==> src/rtl/mcb_pkg.sv <==
package mcb_pkg;
  parameter int NUM_CH    = 8;
  parameter int FIRST_CH  = 4;
  parameter int CNT_W     = 32;
  parameter int CTRL_W    = 10;
  parameter int ADDR_W    = 8;
  parameter int NUM_SEL   = 8;
  localparam int IDX_W    = $clog2(NUM_CH);
  localparam int SEL_W    = $clog2(NUM_SEL);

  // control bit positions
  localparam int BIT_ZERO  = 3;
  localparam int BIT_REPT  = 6;
  localparam int BIT_OWN   = 7;
  localparam int BIT_HALT  = 8;
  localparam int BIT_SNAP  = 9;

  localparam logic [ADDR_W-1:0] SNAP_ADDR = 8'h20;
  localparam logic [ADDR_W-1:0] STAT_ADDR = 8'h14;
  localparam logic [ADDR_W-1:0] EN_ADDR   = 8'h1C;
  localparam logic [1:0] REG_CNT   = 2'b01;
  localparam logic [1:0] REG_MATCH = 2'b10;
  localparam logic [1:0] REG_CTRL  = 2'b11;

  typedef struct packed {
    logic [NUM_CH-1:0] wrCnt;
    logic [NUM_CH-1:0] wrMatch;
    logic [NUM_CH-1:0] wrCtrl;
    logic [CNT_W-1:0]  data;
  } strobes_t;

  // group leader of a channel (index 0 is channel 4)
  function automatic int leaderOf(input int idx);
    if (idx < 4)      return 0;
    else if (idx < 6) return 4;
    else              return 6;
  endfunction

  function automatic bit isWide(input int idx);
    return idx >= 4;
  endfunction

  function automatic bit isSnapCh(input int idx);
    return (idx >= 4) && (idx % 2 == 1);
  endfunction
endpackage

==> src/rtl/mcb_datapath.sv <==
module mcb_datapath
  import mcb_pkg::*;
(
  input  logic                           clk,
  input  logic                           rstN,
  input  strobes_t                       strb,
  input  logic [NUM_SEL-1:0]             srcTick,
  output logic [NUM_CH-1:0][CNT_W-1:0]   cnt,
  output logic [NUM_CH-1:0][CNT_W-1:0]   matchVal,
  output logic [NUM_CH-1:0][CTRL_W-1:0]  ctrl,
  output logic [NUM_CH-1:0]              matchEvt
);
  logic [NUM_CH-1:0] ownTick;

  for (genvar g = 0; g < NUM_CH; g++) begin : gCh
    localparam int  LEAD = leaderOf(g);
    localparam bit  WIDE = isWide(g);
    localparam bit  IS_LEAD = (LEAD == g);
    localparam logic [CTRL_W-1:0] KEEP = WIDE ? CTRL_W'(10'h3FF) : CTRL_W'(10'h0FF);

    logic [CNT_W-1:0]  cntQ;
    logic [CNT_W-1:0]  matchQ;
    logic [CTRL_W-1:0] ctrlQ;
    logic              armedQ;
    logic              halted;
    logic              useOwn;
    logic              cmpTick;
    logic              cmpWr;
    logic [CNT_W-1:0]  cmpCnt;
    logic              evt;

    assign halted  = WIDE && ctrlQ[BIT_HALT];
    assign useOwn  = ctrlQ[BIT_OWN] || IS_LEAD;
    assign ownTick[g] = useOwn && !halted && srcTick[ctrlQ[SEL_W-1:0]];
    assign cmpTick = useOwn ? ownTick[g] : ownTick[LEAD];
    assign cmpCnt  = useOwn ? cnt[g] : cnt[LEAD];
    assign cmpWr   = useOwn ? strb.wrCnt[g] : strb.wrCnt[LEAD];
    assign evt     = armedQ && cmpTick && !cmpWr && ((cmpCnt + CNT_W'(1)) == matchQ);

    always_ff @(posedge clk or negedge rstN) begin
      if (!rstN) begin
        cntQ   <= '0;
        matchQ <= '0;
        ctrlQ  <= '0;
        armedQ <= 1'b0;
      end else begin
        if (strb.wrCnt[g])                 cntQ <= strb.data;
        else if (evt && ctrlQ[BIT_ZERO])   cntQ <= '0;
        else if (ownTick[g])               cntQ <= cntQ + CNT_W'(1);

        if (strb.wrMatch[g]) begin
          matchQ <= strb.data;
          armedQ <= 1'b1;
        end else if (evt && !ctrlQ[BIT_REPT]) begin
          armedQ <= 1'b0;
        end

        if (strb.wrCtrl[g]) ctrlQ <= strb.data[CTRL_W-1:0] & KEEP;
      end
    end

    assign cnt[g]      = cntQ;
    assign matchVal[g] = matchQ;
    assign ctrl[g]     = ctrlQ;
    assign matchEvt[g] = evt;

    // a zeroing match leaves the counter at 0
    assert_zero_on_match_R7: assert property (@(posedge clk) disable iff (!rstN)
      (evt && ctrlQ[BIT_ZERO] && !strb.wrCnt[g]) |=> (cntQ == '0));

    // a one-shot match disarms the channel
    assert_oneshot_disarm_R8: assert property (@(posedge clk) disable iff (!rstN)
      (evt && !ctrlQ[BIT_REPT] && !strb.wrMatch[g]) |=> !armedQ);

    // a counter write wins over everything else
    assert_cnt_write_R11: assert property (@(posedge clk) disable iff (!rstN)
      strb.wrCnt[g] |=> (cntQ == $past(strb.data)));

    if (WIDE) begin : gHalt
      // halt bit freezes the counter
      assert_halt_holds_R4: assert property (@(posedge clk) disable iff (!rstN)
        (ctrlQ[BIT_HALT] && !strb.wrCnt[g] && !evt) |=> $stable(cntQ));
    end
  end
endmodule

==> src/rtl/mcb_ctrl.sv <==
module mcb_ctrl
  import mcb_pkg::*;
(
  input  logic                           clk,
  input  logic                           rstN,
  input  logic                           wrEn,
  input  logic                           rdEn,
  input  logic [ADDR_W-1:0]              addr,
  input  logic [CNT_W-1:0]               wdata,
  input  logic [NUM_CH-1:0][CNT_W-1:0]   cnt,
  input  logic [NUM_CH-1:0][CNT_W-1:0]   matchVal,
  input  logic [NUM_CH-1:0][CTRL_W-1:0]  ctrl,
  input  logic [NUM_CH-1:0]              matchEvt,
  output strobes_t                       strb,
  output logic [CNT_W-1:0]               rdata,
  output logic [NUM_CH-1:0]              status,
  output logic                           irq
);
  logic [1:0]        region;
  logic              slotOk;
  logic [IDX_W-1:0]  chIdx;
  logic [NUM_CH-1:0] statusQ;
  logic [NUM_CH-1:0] statusNext;
  logic [NUM_CH-1:0] enQ;
  logic [NUM_CH-1:0] clrMask;
  logic [CNT_W-1:0]  snapQ;
  logic [CNT_W-1:0]  snapSrc;
  logic [NUM_CH-1:0] takeVec;
  logic              irqQ;

  assign region = addr[ADDR_W-1 -: 2];
  assign slotOk = !addr[5] && (addr[1:0] == 2'b00);
  assign chIdx  = addr[2 +: IDX_W];

  always_comb begin
    strb.data    = wdata;
    strb.wrCnt   = '0;
    strb.wrMatch = '0;
    strb.wrCtrl  = '0;
    for (int c = 0; c < NUM_CH; c++) begin
      if (wrEn && slotOk && (chIdx == IDX_W'(c))) begin
        strb.wrCnt[c]   = (region == REG_CNT);
        strb.wrMatch[c] = (region == REG_MATCH);
        strb.wrCtrl[c]  = (region == REG_CTRL);
      end
    end
  end

  // snapshot capture on counter reads of the odd wide channels
  for (genvar g = 0; g < NUM_CH; g++) begin : gSnap
    if (isSnapCh(g)) begin : gYes
      assign takeVec[g] = rdEn && slotOk && (region == REG_CNT) &&
                          (chIdx == IDX_W'(g)) && ctrl[g][BIT_SNAP];
      // the snapshot holds the neighbour's count after a triggering read
      assert_snapshot_R9: assert property (@(posedge clk) disable iff (!rstN)
        takeVec[g] |=> (snapQ == $past(cnt[g-1])));
    end else begin : gNo
      assign takeVec[g] = 1'b0;
    end
  end

  always_comb begin
    snapSrc = snapQ;
    for (int c = 1; c < NUM_CH; c++) begin
      if (takeVec[c]) snapSrc = cnt[c-1];
    end
  end

  always_comb begin
    clrMask = '0;
    if (wrEn && (addr == STAT_ADDR)) clrMask = wdata[FIRST_CH +: NUM_CH];
    statusNext = (statusQ & ~clrMask) | (matchEvt & enQ);
  end

  always_ff @(posedge clk or negedge rstN) begin
    if (!rstN) begin
      statusQ <= '0;
      enQ     <= '0;
      snapQ   <= '0;
      irqQ    <= 1'b0;
    end else begin
      statusQ <= statusNext;
      irqQ    <= |statusNext;
      snapQ   <= snapSrc;
      if (wrEn && (addr == EN_ADDR)) enQ <= wdata[FIRST_CH +: NUM_CH];
    end
  end

  always_comb begin
    rdata = '0;
    if (rdEn) begin
      if (addr == SNAP_ADDR)      rdata = snapQ;
      else if (addr == STAT_ADDR) rdata = CNT_W'(statusQ) << FIRST_CH;
      else if (addr == EN_ADDR)   rdata = CNT_W'(enQ) << FIRST_CH;
      else if (slotOk) begin
        case (region)
          REG_CNT:   rdata = cnt[chIdx];
          REG_MATCH: rdata = matchVal[chIdx];
          REG_CTRL:  rdata = CNT_W'(ctrl[chIdx]);
          default:   rdata = '0;
        endcase
      end
    end
  end

  assign status = statusQ;
  assign irq    = irqQ;

  for (genvar k = 0; k < NUM_CH; k++) begin : gStat
    // an enabled match sets the status bit
    assert_match_sets_R6: assert property (@(posedge clk) disable iff (!rstN)
      (matchEvt[k] && enQ[k]) |=> statusQ[k]);
    // a clear without a coinciding match clears the bit
    assert_w1c_clears_R10: assert property (@(posedge clk) disable iff (!rstN)
      (wrEn && (addr == STAT_ADDR) && wdata[FIRST_CH+k] && !matchEvt[k]) |=> !statusQ[k]);
  end

  // interrupt follows the status bits
  assert_irq_level_R10: assert property (@(posedge clk) disable iff (!rstN)
    1'b1 |=> (irqQ == (statusQ != '0)));
endmodule

==> src/rtl/mcb_bank.sv <==
module mcb_bank
  import mcb_pkg::*;
(
  input  logic              clk,
  input  logic              rstN,
  input  logic              wrEn,
  input  logic              rdEn,
  input  logic [7:0]        addr,
  input  logic [31:0]       wdata,
  output logic [31:0]       rdata,
  input  logic              tick32k,
  input  logic              tick1k,
  input  logic              tick1hz,
  input  logic              tick1m,
  input  logic              tickExt,
  output logic [7:0]        status,
  output logic              irq
);
  strobes_t                      strb;
  logic [NUM_SEL-1:0]            srcTick;
  logic [NUM_CH-1:0][CNT_W-1:0]  cnt;
  logic [NUM_CH-1:0][CNT_W-1:0]  matchVal;
  logic [NUM_CH-1:0][CTRL_W-1:0] ctrl;
  logic [NUM_CH-1:0]             matchEvt;

  // select codes 0, 6, 7 give no tick
  assign srcTick = {2'b00, tickExt, tick1m, tick1hz, tick1k, tick32k, 1'b0};

  mcb_ctrl u_ctrl (
    .clk      (clk),
    .rstN     (rstN),
    .wrEn     (wrEn),
    .rdEn     (rdEn),
    .addr     (addr),
    .wdata    (wdata),
    .cnt      (cnt),
    .matchVal (matchVal),
    .ctrl     (ctrl),
    .matchEvt (matchEvt),
    .strb     (strb),
    .rdata    (rdata),
    .status   (status),
    .irq      (irq)
  );

  mcb_datapath u_dp (
    .clk      (clk),
    .rstN     (rstN),
    .strb     (strb),
    .srcTick  (srcTick),
    .cnt      (cnt),
    .matchVal (matchVal),
    .ctrl     (ctrl),
    .matchEvt (matchEvt)
  );
endmodule

==> config.mk <==
export PLATFORM = sky130hd
export DESIGN_NAME = mcb_bank
export DESIGN_NICKNAME = d
export VERILOG_FILES = /design/src/rtl/mcb_pkg.sv /design/src/rtl/mcb_datapath.sv /design/src/rtl/mcb_ctrl.sv /design/src/rtl/mcb_bank.sv
export SDC_FILE = /design/constraint.sdc
export NUM_CORES = 2
export LEC_CHECK = 0
export CORE_ASPECT_RATIO = 1.4
export CORE_MARGIN = 2
export CORE_UTILIZATION = 40
export CTS_CLUSTER_SIZE = 10
export DETAILED_ROUTE_END_ITERATION = 10
export DONT_BUFFER_PORTS = 1
export PLACE_DENSITY_LB_ADDON = 0.1
export RECOVER_POWER = 25
export SLEW_MARGIN = 5
export SYNTH_ARGS = -nofsm -noshare
export SYNTH_HDL_FRONTEND = slang
export SYNTH_HIERARCHICAL = 1
export SYNTH_SLANG_ARGS = --single-unit
==> constraint.sdc <==
create_clock -name clk -period 7.85 [get_ports clk]
set_input_delay 1.57 -clock clk [delete_from_list [all_inputs] [get_ports clk]]
set_output_delay 1.57 -clock clk [all_outputs]
set_load 0.1 [all_outputs]
==> metrics.csv <==
stage,metric,value,unit
run_status,status,"finished, violations left",
run_status,failing checks,"max-capacitance violations, max-slew violations",
place,Placer Congestion,0.980,
timing,fin crit share,77.2,%
setup_path,CP Launch Type,input pin,
timing,slew of the pin with the lowest slew margin,3680,ps
clocking,Inserted Clock Buffers,79,
worst_hold_path,hold endpoint,u_dp/gCh[6].armedQ,
setup_path,Crit Path Category,in2out,
clocking,clock-pin slew on the worst setup and hold paths,50,ps
route,drt wl/cell,32.1,microns
worst_hold_path,Hold Path Class,reg2reg,
route,via-per-instance ratio,6.46,
setup_path,sequence of cells on the critical path,or3_1 > nor2_1 > nand2_1 > a211oi_1 > a21o_1,
die,Core Region,0.122,sq mm
setup_path,CP max stage delay,890,ps
setup_path,R2R Path End,u_dp/gCh[7].cntQ[24],
route,Residual DRC,0,
power,PwrDens,235,mW/mm^2
timing,final hold viol count,0,
logic_synthesis,Yosys reg bits,641,
die,row count,152,
cells_and_area,share of cells above drive strength 1,15.1,%
cells_and_area,filler instances,12100,
grt,grt total ovfl,0,
clocking,cts repair resizes,0,
clocking,clk root buf,clkbuf_16,
route,routed vias,43200,
setup_path,r2r startpoint,u_dp/gCh[7].ctrlQ[7],
timing,Pins Over Slew Limit,248,
logic_synthesis,number of synthesized flops with an enable pin,0,
timing,fmax,0.165,GHz
clocking,clk_lat worst skew,680,ps
timing,PnR worst setup slack,1790,ps
clocking,# Post-CTS Setup Buffers,0,
grt,first-pass GRT wire length,307000,microns
power,Final Power,12.3,mW
route,DRT Wirelength,215000,microns
setup_path,CP max-delay cell,a21o_1,
cells_and_area,P&R area growth vs syn,6.27,%
grt,vias in the first global route,40900,
timing,Final Setup Violations,0,
setup_path,worst endpoint required time,6280,ps
cells_and_area,# nets final,5085,
setup_path,reg2reg path depth,9,
logic_synthesis,"Primary FF master, synth",dfrtp_1,
clocking,CTS tree,done,
setup_path,crit path buf inv count,0,
place,Post-Place Worst Slack,1740,ps
cells_and_area,"most common cell after layout, fill and taps aside",dfrtp_1,
setup_path,Levels on crit path,5,
worst_hold_path,hold_sp,u_dp/gCh[6].armedQ,
route,drt initial violations,4875,
setup_path,crit path DAT,4490,ps
flow_run,maxcap violations,1,
clocking,"Hold-fix buffers, CTS",0,
timing,RSZ-0062 raised after global routing,false,
grt,GRT Total Usage,33.6,%
power,Pleak,21.5,nW
grt,initial antenna violation count,2,
setup_path,kind of cell adding the most delay to the critical path,simple AND/OR/NAND/NOR gates,
logic_synthesis,Mapped Cells,5347,
place,IO Port Bufs,0,
setup_path,CP Max Fanout,12,
logic_synthesis,syn avg cell area,9.19,sq um
clocking,Sink Count,641,
route,DR pass1 iterations,6,
logic_synthesis,Syn Std Cell Area,0.0491,sq mm
setup_path,CP Capture Type,primary output,
die,Die X,300,microns
die,Die ar.,0.126,sq mm
setup_path,Reg2Reg Setup Slack,2070,ps
power,worst vdd ir,0.163,mV
clocking,H-tree depth,3,
timing,Slew Limit Headroom,-145,%
timing,setup TNS,0,ps
clocking,CTS max path bufs,3,
cells_and_area,most frequent cells in the layout,"636 x dfrtp_1, 467 x nor2_1, 363 x mux2_2",
die,Die Ht,419,microns
grt,largest net degree at the start of global routing,642,
logic_synthesis,sequential share of the synthesized area,32.7,%
logic_synthesis,"FFs w/ async S/R, synth",100,%
die,# IOs,90,
worst_hold_path,Hold Path Stages,1,
timing,clock period minus worst slack,6060,ps
die,Starting Density,40.2,%
place,dpl hpwl,157000,microns
timing,Final Skew,35.6,ps
route,DRT antenna net count,0,
logic_synthesis,Synth Warn #,6,
cells_and_area,final core occ,42.7,%
logic_synthesis,post-synth cell types,97,
## routing by layer
layer  track usage [%]  up-vias  wire, microns
li1                  -    19000              -
met5                 0        -              0
met4              19.2        0          13800
met1              42.9    22000          86700
met2              53.9     1777         100000
met3              5.42      421          14200
## area by class of cell
cell class / instances / area, sq um / share of cell area, %
inverter: 75 / 282 / 0.539
antenna: 6 / 15.0 / 0.0288
clock inverter: 10 / 76.3 / 0.146
sequential: 641 / 16100 / 30.8
timing repair buffer: 78 / 629 / 1.21
clock buffer: 111 / 2260 / 4.33
multi-input combinational: 4148 / 30900 / 59.1
tap: 1617 / 2020 / 3.88
## per-stage QoR
step	cells	cell area [sq um]	hold WS, ps
floorplan	5377	49200	442
global placement	6555	49800	464
detailed placement	6555	49800	459
CTS	6676	52100	478
global route	6681	52200	507
finish	6686	52200	479
## Yosys cell counts (all sizes together), types with 26 or more instances
| master | count | share of area (%) |
|---|---|---|
| nor3 | 146 | 1.5 |
| o21ai | 205 | 2.1 |
| o31ai | 29 | 0.44 |
| and4 | 43 | 0.77 |
| nand3 | 212 | 2.2 |
| nor2b | 26 | 0.33 |
| a31oi | 44 | 0.56 |
| nand2b | 26 | 0.33 |
| a21oi | 258 | 2.6 |
| a221o | 32 | 0.65 |
| buf | 199 | 2.3 |
| nand2 | 356 | 2.7 |
| mux2i | 298 | 6.1 |
| a2bb2oi | 29 | 0.52 |
| a22oi | 26 | 0.40 |
| nand3b | 38 | 0.58 |
| xnor2 | 323 | 5.8 |
| and2 | 50 | 0.64 |
| xor2 | 182 | 3.2 |
| and3 | 50 | 0.64 |
| a211oi | 36 | 0.55 |
| nand4 | 132 | 1.8 |
| mux2 | 363 | 8.3 |
| nor2 | 484 | 3.7 |
| or3 | 54 | 0.69 |
| o22ai | 74 | 0.94 |
| nor4 | 86 | 1.2 |
| inv | 75 | 0.57 |
| dfrtp | 641 | 33 |
| mux4 | 131 | 6.0 |
| clkbuf | 314 | 2.4 |
## logic make-up after synthesis
| group | after synthesis | synth area share [%] |
|---|---|---|
| flops | 641 | 32.7 |
| simple gates | 1821 | 19.0 |
| mux | 792 | 20.4 |
| other cells | 2 | 0.0153 |
| xor+xnor | 505 | 9.00 |
| compound gates | 985 | 13.3 |
| fa+ha+maj | 13 | 0.331 |
| buf+inv | 588 | 5.29 |
## worst max-delay path by stage
stage	slack [ps]	end	startpoint
floorplan	1060	rdata[0]	addr[2]
global placement	1800	u_dp/gCh[0].cmpCnt[31]	addr[7]
finish	1790	rdata[12]	addr[1]
CTS	1890	rdata[13]	addr[6]
global route	1650	u_dp/gCh[5].ctrlQ[7]	rstN
detailed placement	1740	u_dp/gCh[0].cmpCnt[31]	addr[7]
## power by group
group | leakage, nW | internal [mW] | switching (mW)
clock network | 1.15 | 1.98 | 1.54
logic | 11.9 | 1.65 | 2.49
registers | 8.51 | 3.61 | 0.982
## worst reg2reg max path: cells and delay by family, from the launching register on
kind	cells	cell delay (ps)
AO/OA/AOI/OAI	3	1480
buffers and inverters	1	510
flip-flops	1	830
multiplexers	1	260
AND/OR/NAND/NOR	4	2620
## state kept, by name, indices dropped and copies added, names as in the netlist
register         count
u_ctrl/irq           1
u_ctrl/snapQ        32
u_dp/gCh.armedQ      8
u_dp/gCh.matchQ    256
u_dp/gCh.cmpCnt     96
u_ctrl/status        8
u_dp/gCh.ctrlQ      72
u_ctrl/enQ           8
u_dp/gCh.cntQ      160
Power figures use the tool's default switching activity.
